--- src/rtl/tbase_pkg.sv ---
package tbase_pkg;
    typedef enum logic [1:0] {
        MODE_EDGE  = 2'd0,
        MODE_CTR_A = 2'd1,
        MODE_CTR_B = 2'd2,
        MODE_QUAD  = 2'd3
    } cmode_t;

    typedef enum logic {
        RS_IDLE = 1'b0,
        RS_RUN  = 1'b1
    } run_st_t;

    typedef struct packed {
        cmode_t mode;
        logic   dir;
        logic   opm;
        logic   urs;
        logic   udis;
    } tb_cfg_t;
endpackage

--- src/rtl/tbase_run_fsm.sv ---
module tbase_run_fsm
    import tbase_pkg::*;
(
    input  logic clk,
    input  logic rst_n,
    input  logic cfg_wr,
    input  logic cfg_en,
    input  logic trig_start,
    input  logic opm,
    input  logic upd_now,
    output logic run
);
    run_st_t state_q, state_d;

    // Next-state logic: a one-pulse stop beats any start seen on the same edge.
    always_comb begin
        state_d = state_q;
        unique case (state_q)
            RS_IDLE: begin
                if (trig_start || (cfg_wr && cfg_en))
                    state_d = RS_RUN;
            end
            RS_RUN: begin
                if (cfg_wr && !cfg_en)
                    state_d = RS_IDLE;
                if (trig_start)
                    state_d = RS_RUN;
            end
            default: state_d = RS_IDLE;
        endcase
        if (opm && upd_now)
            state_d = RS_IDLE;
    end

    always_ff @(posedge clk or negedge rst_n) begin
        if (!rst_n) state_q <= RS_IDLE;
        else        state_q <= state_d;
    end

    always_comb begin
        run = (state_q == RS_RUN);
    end

    assert_opm_stop_R3: assert property (@(posedge clk) disable iff (!rst_n)
        (opm && upd_now) |=> !run);
    assert_trig_start_R1: assert property (@(posedge clk) disable iff (!rst_n)
        (trig_start && !(opm && upd_now)) |=> run);
endmodule

--- src/rtl/tbase_presc.sv ---
module tbase_presc #(
    parameter int PSC_W = 16
) (
    input  logic             clk,
    input  logic             rst_n,
    input  logic             run,
    input  logic             reinit,
    input  logic [PSC_W-1:0] psc_act,
    output logic             tick
);
    logic [PSC_W-1:0] pc_q;

    always_comb begin
        tick = run && (pc_q == psc_act);
    end

    always_ff @(posedge clk or negedge rst_n) begin
        if (!rst_n)      pc_q <= '0;
        else if (reinit) pc_q <= '0;
        else if (run)    pc_q <= tick ? '0 : pc_q + 1'b1;
    end

    assert_psc_clear_R10: assert property (@(posedge clk) disable iff (!rst_n)
        reinit |=> (pc_q == '0));
    assert_psc_step_R2: assert property (@(posedge clk) disable iff (!rst_n)
        (run && !reinit && !tick) |=> (pc_q == PSC_W'($past(pc_q) + 1'b1)));
endmodule

--- src/rtl/tbase_counter.sv ---
module tbase_counter #(
    parameter int CNT_W = 16
) (
    input  logic             clk,
    input  logic             rst_n,
    input  logic             tick,
    input  logic             reinit,
    input  logic             dir,
    input  logic [CNT_W-1:0] arr_act,
    input  logic [CNT_W-1:0] arr_next,
    output logic             wrap,
    output logic [CNT_W-1:0] cnt
);
    logic [CNT_W-1:0] cnt_q, base;

    always_comb begin
        base = dir ? arr_next : '0;
        wrap = tick && !reinit && (dir ? (cnt_q == '0) : (cnt_q == arr_act));
        cnt  = cnt_q;
    end

    always_ff @(posedge clk or negedge rst_n) begin
        if (!rst_n)      cnt_q <= '0;
        else if (reinit) cnt_q <= base;
        else if (tick) begin
            if (wrap)     cnt_q <= base;
            else if (dir) cnt_q <= cnt_q - 1'b1;
            else          cnt_q <= cnt_q + 1'b1;
        end
    end

    assert_up_step_R2: assert property (@(posedge clk) disable iff (!rst_n)
        (tick && !reinit && !wrap && !dir) |=> (cnt_q == CNT_W'($past(cnt_q) + 1'b1)));
    assert_down_step_R2: assert property (@(posedge clk) disable iff (!rst_n)
        (tick && !reinit && !wrap && dir) |=> (cnt_q == CNT_W'($past(cnt_q) - 1'b1)));
    assert_up_reinit_R10: assert property (@(posedge clk) disable iff (!rst_n)
        (reinit && !dir) |=> (cnt_q == '0));
endmodule

--- src/rtl/tbase_ctl.sv ---
module tbase_ctl
    import tbase_pkg::*;
#(
    parameter int CNT_W = 16,
    parameter int PSC_W = 16
) (
    input  logic             clk,
    input  logic             rst_n,
    input  logic             cfg_wr,
    input  logic             cfg_en,
    input  logic             cfg_dir,
    input  logic [1:0]       cfg_mode,
    input  logic             cfg_opm,
    input  logic             cfg_urs,
    input  logic             cfg_udis,
    input  logic             upd_ie,
    input  logic             sw_ug,
    input  logic             slv_rst,
    input  logic             trig_start,
    input  logic             flag_clr,
    input  logic [CNT_W-1:0] arr_pre,
    input  logic [PSC_W-1:0] psc_pre,
    output logic [CNT_W-1:0] cnt_o,
    output logic             uev_o,
    output logic             flag_o,
    output logic             irq_o,
    output logic             run_o,
    output logic             dir_o,
    output logic [CNT_W-1:0] arr_act_o,
    output logic [PSC_W-1:0] psc_act_o
);
    tb_cfg_t          cfg_q;
    logic [CNT_W-1:0] arr_act_q, arr_next;
    logic [PSC_W-1:0] psc_act_q;
    logic             run, tick, wrap, reinit, upd_now, flag_set;
    logic             uev_q, flag_q;
    cmode_t           mode_req;
    logic             mode_lock;

    // Event qualification
    always_comb begin
        reinit    = sw_ug || slv_rst;
        upd_now   = (wrap || reinit) && !cfg_q.udis;
        flag_set  = upd_now && (!cfg_q.urs || wrap);
        arr_next  = upd_now ? arr_pre : arr_act_q;
        mode_req  = cmode_t'(cfg_mode);
        mode_lock = run && (cfg_q.mode == MODE_EDGE) && (mode_req != MODE_EDGE);
    end

    // Configuration register with direction and mode locks
    always_ff @(posedge clk or negedge rst_n) begin
        if (!rst_n) begin
            cfg_q <= '{mode: MODE_EDGE, dir: 1'b0, opm: 1'b0, urs: 1'b0, udis: 1'b0};
        end else if (cfg_wr) begin
            cfg_q.opm  <= cfg_opm;
            cfg_q.urs  <= cfg_urs;
            cfg_q.udis <= cfg_udis;
            if (cfg_q.mode == MODE_EDGE) cfg_q.dir  <= cfg_dir;
            if (!mode_lock)              cfg_q.mode <= mode_req;
        end
    end

    // Shadow registers, event pulse and sticky flag
    always_ff @(posedge clk or negedge rst_n) begin
        if (!rst_n) begin
            arr_act_q <= '0;
            psc_act_q <= '0;
            uev_q     <= 1'b0;
            flag_q    <= 1'b0;
        end else begin
            uev_q <= upd_now;
            if (upd_now) begin
                arr_act_q <= arr_pre;
                psc_act_q <= psc_pre;
            end
            if (flag_set)      flag_q <= 1'b1;
            else if (flag_clr) flag_q <= 1'b0;
        end
    end

    tbase_run_fsm u_fsm (
        .clk(clk), .rst_n(rst_n), .cfg_wr(cfg_wr), .cfg_en(cfg_en),
        .trig_start(trig_start), .opm(cfg_q.opm), .upd_now(upd_now), .run(run)
    );

    tbase_presc #(.PSC_W(PSC_W)) u_psc (
        .clk(clk), .rst_n(rst_n), .run(run), .reinit(reinit),
        .psc_act(psc_act_q), .tick(tick)
    );

    tbase_counter #(.CNT_W(CNT_W)) u_cnt (
        .clk(clk), .rst_n(rst_n), .tick(tick), .reinit(reinit), .dir(cfg_q.dir),
        .arr_act(arr_act_q), .arr_next(arr_next), .wrap(wrap), .cnt(cnt_o)
    );

    always_comb begin
        uev_o     = uev_q;
        flag_o    = flag_q;
        irq_o     = flag_q && upd_ie;
        run_o     = run;
        dir_o     = cfg_q.dir;
        arr_act_o = arr_act_q;
        psc_act_o = psc_act_q;
    end

    assert_no_uev_udis_R4: assert property (@(posedge clk) disable iff (!rst_n)
        cfg_q.udis |=> !uev_q);
    assert_shadow_hold_R4: assert property (@(posedge clk) disable iff (!rst_n)
        cfg_q.udis |=> $stable(arr_act_q));
    assert_shadow_load_R5: assert property (@(posedge clk) disable iff (!rst_n)
        (wrap && !cfg_q.udis) |=> (arr_act_q == $past(arr_pre)));
    assert_urs_filter_R6: assert property (@(posedge clk) disable iff (!rst_n)
        (cfg_q.urs && reinit && !flag_q) |=> !flag_q);
    assert_flag_clear_R7: assert property (@(posedge clk) disable iff (!rst_n)
        (flag_clr && !wrap && !reinit) |=> !flag_q);
    assert_dir_lock_R8: assert property (@(posedge clk) disable iff (!rst_n)
        (cfg_wr && cfg_q.mode != MODE_EDGE) |=> (cfg_q.dir == $past(cfg_q.dir)));
    assert_mode_lock_R9: assert property (@(posedge clk) disable iff (!rst_n)
        (cfg_wr && run && cfg_q.mode == MODE_EDGE) |=> (cfg_q.mode == MODE_EDGE));
endmodule

--- config.mk ---
export PLATFORM = sky130hd
export DESIGN_NAME = tbase_ctl
export DESIGN_NICKNAME = d
export VERILOG_FILES = /design/src/rtl/tbase_pkg.sv /design/src/rtl/tbase_run_fsm.sv /design/src/rtl/tbase_presc.sv /design/src/rtl/tbase_counter.sv /design/src/rtl/tbase_ctl.sv
export SDC_FILE = /design/constraint.sdc
export NUM_CORES = 1
export LEC_CHECK = 0
export CAP_MARGIN = 20
export CORE_ASPECT_RATIO = 0.75
export CORE_UTILIZATION = 44
export CTS_BUF_LIST = sky130_fd_sc_hd__clkbuf_4
export DETAILED_ROUTE_END_ITERATION = 8
export GPL_TIMING_DRIVEN = 0
export HOLD_SLACK_MARGIN = 0.1
export MAX_ROUTING_LAYER = met4
export PLACE_DENSITY_LB_ADDON = 0.12
export SLEW_MARGIN = 25
export SYNTH_ARGS = -nofsm -noshare
export SYNTH_HDL_FRONTEND = slang
export SYNTH_SLANG_ARGS = --single-unit
export TNS_END_PERCENT = 20
--- constraint.sdc ---
create_clock -name clk -period 3.5 [get_ports clk]
set_input_delay 0.7 -clock clk [delete_from_list [all_inputs] [get_ports clk]]
set_output_delay 0.7 -clock clk [all_outputs]
set_load 0.05 [all_outputs]
# == After elaboration in Yosys (flattened, before gate mapping) ==
# Index checks and enable logic that the tools add are counted.
# Widths: inputs -> output; s select.
# op_classes
reduce_logical,27
eq_ne,2
bitwise,2
n_div,0
order_cmp,0
mul,0
shift,0
mux,17
addsub,3
# ops
operator,n
$mux 16,9
$add 16x1->16 const B,2
$eq 16x16->1,2
$logic_not 16->1,1
$sub 16x1->16 const B,1
$logic_and 1x1->1,11
$reduce_bool 2->1,4
$mux 1,7
$logic_not 1->1,4
$logic_or 1x1->1,4
$reduce_and 2->1,2
$logic_not 2->1,1
$not 1->1,2
$pmux 1 s2,1
# totals
romBits,0
inputBits,47
memories,0
out_inout_bits,53
mem_bits_rw,0
regBits,73
word_cells,63
latchBits,0

# == Logic depth before layout (Yosys ltp) ==
# depth
ltp_word,11
depth_mapped,9
depth_no_buf,9

# == Modules after synthesis ==
# From an unflattened synthesis, not the netlist that was laid out.
# hier_totals
cells_unflattened,427
area_unflattened_um2,4543.1
# modules_own_cells
mod,cells_per_inst,area_per_inst_um2,seq_area_each_um2,instances
tbase_counter,204,1735.4,400.4,1
tbase_ctl,97,1652.8,1001.0,1
tbase_presc,123,1099.8,400.4,1
tbase_run_fsm,3,55.1,25.0,1

# == Worst setup path after synthesis ==
# Ideal clock, no wire load.
# synth_timing
kind,register to register
startpoint,register dir_o (netlist name)
endpoint,register u_cnt.cnt_q[14] (netlist: u_cnt.cnt[14])
setup_ns,0.126
path_stages_with_launch,10
path_buffers,0
path_slack_ns,0.559
required_time_ns,3.374
period_less_slack_ns,2.941
arrival_time_ns,2.815
cell_sequence,dfrtp_1 inv_1 fa_1 nor2b_1 o31a_1 o31a_1 o21ai_0 o21a_1 xnor2_1 a221o_1
# synth_via
elab_chain_cells,9
elab_cells_between_ends,10
cone_classes,7 x mux; 3 x reduce/logical
# synth_lines
element,line_no,source
$mux 1,tbase_counter.sv:18,wrap = tick && !reinit && (dir ? (cnt_q == '0) : (cnt_q == arr_act));
$logic_and 1x1->1,tbase_counter.sv:18,
$logic_or 1x1->1,tbase_ctl.sv:43,upd_now = (wrap || reinit) && !cfg_q.udis;
$logic_and 1x1->1,tbase_ctl.sv:43,
$mux 16,--,
$mux 16,tbase_counter.sv:17,base = dir ? arr_next : '0;
$mux 16,tbase_counter.sv:26,if (wrap) cnt_q <= base;
$mux 16,tbase_counter.sv:25,else if (tick) begin
$mux 16 *,tbase_counter.sv:24,else if (reinit) cnt_q <= base;
to (signal assigned),tbase_counter.sv:24,
to (signal assigned),tbase_counter.sv:26,
to (signal assigned),tbase_counter.sv:27,else if (dir) cnt_q <= cnt_q - 1'b1;
to (decl),tbase_counter.sv:14,"logic [CNT_W-1:0] cnt_q, base;"
# Mark *: on every way between the ends. The rest lies on a longest branch, timed or not. The select of a mux whose other input is x is not followed.
# A chain may end at the register's enable or synchronous reset.

# == Final worst setup path ==
# layout_timing
startpoint,register dir_o (netlist name)
endpoint,register u_cnt.cnt_q[15] (netlist: u_cnt.cnt[15])
# layout_via
elab_chain_cells,9
elab_cells_between_ends,10
cone_classes,7 x mux; 3 x reduce/logical
# layout_lines
element,line_no
$mux 1,tbase_counter.sv:18
$logic_and 1x1->1,tbase_counter.sv:18
$logic_or 1x1->1,tbase_ctl.sv:43
$logic_and 1x1->1,tbase_ctl.sv:43
$mux 16,--
$mux 16,tbase_counter.sv:17
$mux 16,tbase_counter.sv:26
$mux 16,tbase_counter.sv:25
$mux 16 *,tbase_counter.sv:24
# Marks and branches as above.

==> flow_metrics.py <==
metrics = {
    "setup_path": {
        "crit_arrival_ps": 3430,
        "end_kind": "flip-flop",
        "max_stage_delay_ps": 690,
        "critPathSlowestCell": "dfrtp_2",
        "cp_max_fo": 22,
        "crit_top_cell": "a211oi_1",
        "required_ps": 3810,
        "path_cells": "ha_1 -> a211oi_1 -> o21ai_0 -> a211oi_1 -> a21oi_1 -> o211ai_1 -> mux2i_1 -> o221ai_1",
        "crit_family": "compound AO/OA/AOI/OAI gates",
        "critPathKind": "flip-flop to flip-flop",
        "critPathBufInv": 0,
        "cp-start-kind": "flip-flop",
    },
    "layout": {
        "drive_above_1_share_pct": 11.8,
        "area_delta_synth_final_pct": 31.4,
        "diodes": 0,
        "nFillCells": 851,
        "stdcell_count": 666,
        "nNetsFinal": 592,
        "fin_area_um2": 5780,
        "utilization_pct": 59.7,
    },
    "cts": {
        "cts.sinks": 73,
        "cts_buffers": 9,
        "cts_max_path_buffers": 2,
        "cts_tree": "yes",
        "clkLatencyLatePin_ps": 450,
        "post_cts_buffers": 0,
        "cts_max_level": 3,
        "hold_buffers": 0,
        "cts_root_buf": "clkbuf_4",
        "path_clk_slew_ps": 140,
    },
    "global_route": {
        "antenna_found_initial": 0,
        "grt_first_pass_wirelength_um": 18700,
        "grt_overflow": 0,
        "grtUsageTotal_pct": 24.4,
        "grt_pass1_vias": 3500,
        "grt_max_degree": 53,
    },
    "power_and_ir_drop": {
        "p_leak_nw": 2.39,
        "vdd_ir_drop_max_v": 0.000445,
        "power.density_nw_per_um2": 708,
    },
    "timing": {
        "rsz0062_at_grt": "no",
        "layout_min_cycle_time_ps": 3120,
        "fmax_mhz": 321,
        "min_period_over_period_pct": 89.1,
        "setup_violations": 0,
        "finalMaxSlewViolations": 0,
        "setup_tns_ps": 0,
        "fin_skew_ps": 17.8,
        "tightest_slew_ps": 868,
        "relSlewSlack_pct": 41.8,
        "hold_viol": 0,
    },
    "yosys": {
        "synth-simple-area-share_pct": 13.4,
        "synth_cell_type_count": 55,
        "syn_area_um2": 4400,
        "synth_compound_area_share_pct": 14.1,
        "ys_seq_area_share_pct": 41.5,
        "synth-seq-cells": 73,
        "ys.flop_type": "dfrtp_1",
        "synthAdderAreaFrac_pct": 4.72,
        "synth_edf_count": 0,
        "syn_inst": 419,
        "yosysWarnings": 0,
        "synthMuxAreaShare_pct": 13.7,
        "synth_top_family_by_area": "compound AO/OA/AOI/OAI gates",
        "synth_xor_area_share_pct": 10.1,
        "avgSynthCellArea_um2": 10.5,
        "async_flop_share_pct": 100,
        "syn_nets": 482,
    },
    "placement": {
        "dp_cells": 650,
        "gp_congestion": 0.867,
        "numPortBuffers": 98,
        "dpl_cell_area_um2": 5570,
        "dp_hpwl_um": 8780,
    },
    "route": {
        "drcViolationCount": 0,
        "vias": 3695,
        "initialDrtViolationCount": 245,
        "ant_nets": 0,
        "wl_per_cell_um": 17.7,
        "firstDrtPassIters": 4,
        "postRouteWirelength_um": 11800,
        "viasPerCell": 5.55,
    },
    "run_status": {
        "status": "complete, no violations",
    },
    "floorplanning": {
        "io_pins": 100,
        "dieArea_um2": 10400,
        "core_um2": 9700,
        "rows": 31,
        "die_w_um": 117,
        "die-height_um": 88.6,
        "start_util_pct": 45.4,
    },
    "job": {
        "drv_cap": 0,
    },
    "min_path": {
        "hold_path_class": "primary input to async pin",
    },
}
[stage by stage]
step                      hold WS (ps)  worst slack (ps)  power, mW
after floorplan                    404               559       2.67
after global placement             446              -870       3.28
after detailed placement           449               165       3.32
after CTS                          114               150       4.10
after global routing               105               184       4.32
final                              129               382       4.10
[cell families after synthesis]
kind of cell	count (synthesis)
mux	54
simple gates	113
fa+ha+maj	16
buf+inv	22
flops	73
xor+xnor	51
compound gates	90
[synth_stat cells, types with 8 or more instances]
cell	instances	area (um^2)
mux2i_1	10	100
dfrtp_1	73	1830
xnor2_1	27	236
nand2_1	22	82.6
or3_1	8	50.1
mux2_1	18	203
ha_1	15	188
o21ai_0	21	105
inv_1	11	41.3
mux2_2	24	270
nor2_1	25	93.8
a21oi_1	23	115
nor3_1	8	40.0
clkbuf_1	8	30.0
nand3_1	11	55.1
xor2_1	24	210
[layout by cell type, fill, tap and decap left out, types with 5 or more instances in the layout]
master           Yosys  final
o21ai_0             21     21
mux2_2              24     24
a222oi_1             5      5
clkdlybuf4s50_1      0     97
nand4_1              5      5
dfrtp_1             73     72
a221o_1              5      5
inv_1               11     11
xor2_1              24     24
nor4_1               7      7
nor2_1              25     25
xnor2_1             27     27
nand3_1             11     11
a21oi_1             23     23
clkbuf_1             8      8
nor3_1               8      8
mux2i_1             10     10
clkbuf_4             0      9
nand2_1             22     22
nand2b_1             5      5
or3_1                8      8
and3_1               6      6
ha_1                15     15
mux2_1              18     18
[state kept, by name, summed over array words and instances (netlist names)]
| signal | flops |
|---|---|
| arr_act_o | 16 |
| dir_o | 1 |
| uev_o | 1 |
| psc_act_o | 16 |
| u_psc.pc_q | 16 |
| u_cnt.cnt | 16 |
| flag_o | 1 |
| u_fsm.run | 1 |
| cfg_q | 5 |
[repair_timing]
action,in CTS,in global routing
endpoints found under the setup margin,0,2
endpoints found under the hold margin,0,0
resized for setup,0,1
[where the power goes]
part	total, mW	internal (mW)	leakage, nW	switching, mW
combinational	2.10	0.867	1.37	1.24
clock	0.760	0.434	0.110	0.326
sequential	1.23	0.992	0.910	0.239
[worst reg2reg max path, delay by kind of cell, from the launching register on]
family / cells / cell delay [ps]
flops: 1 / 690
fa+ha+maj: 1 / 350
mux: 1 / 220
compound gates: 6 / 1740
[layer usage]
layer	track usage (%)	share of wire, %	up-vias	wire length, um
met5	-	0	-	0
met4	4.66	0.61	0	72
met3	6.44	6.7	6	793
met2	34.2	41	113	4840
met1	35.3	52	1803	6110
li1	-	-	1773	-
[layout make-up]
cell class | instances | area (um^2) | area share, %
Clock inverter | 7 | 143 | 2.47
Multi-Input combinational cell | 324 | 2470 | 42.7
Buffer | 11 | 63.8 | 1.10
Sequential cell | 73 | 1830 | 31.6
Inverter | 11 | 41.3 | 0.714
Tap cell | 132 | 165 | 2.86
Clock buffer | 9 | 67.6 | 1.17
Timing Repair Buffer | 99 | 1010 | 17.4
[final timing paths]
kind                            startpoint            end  slack (ps)  cells after the start
worst max-delay path                 dir_o  u_cnt.cnt[15]         380                      8
worst min-delay path                 rst_n   psc_act_o[7]         130                      1
worst max register to register       dir_o  u_cnt.cnt[15]         380                      8
worst min register to register    cfg_q[2]      u_fsm.run         470                      1
max in group asynchronous            rst_n          dir_o        2790                      2
min in group clk                  cfg_q[2]      u_fsm.run         470                      1
(Power assumes the default switching activity.)
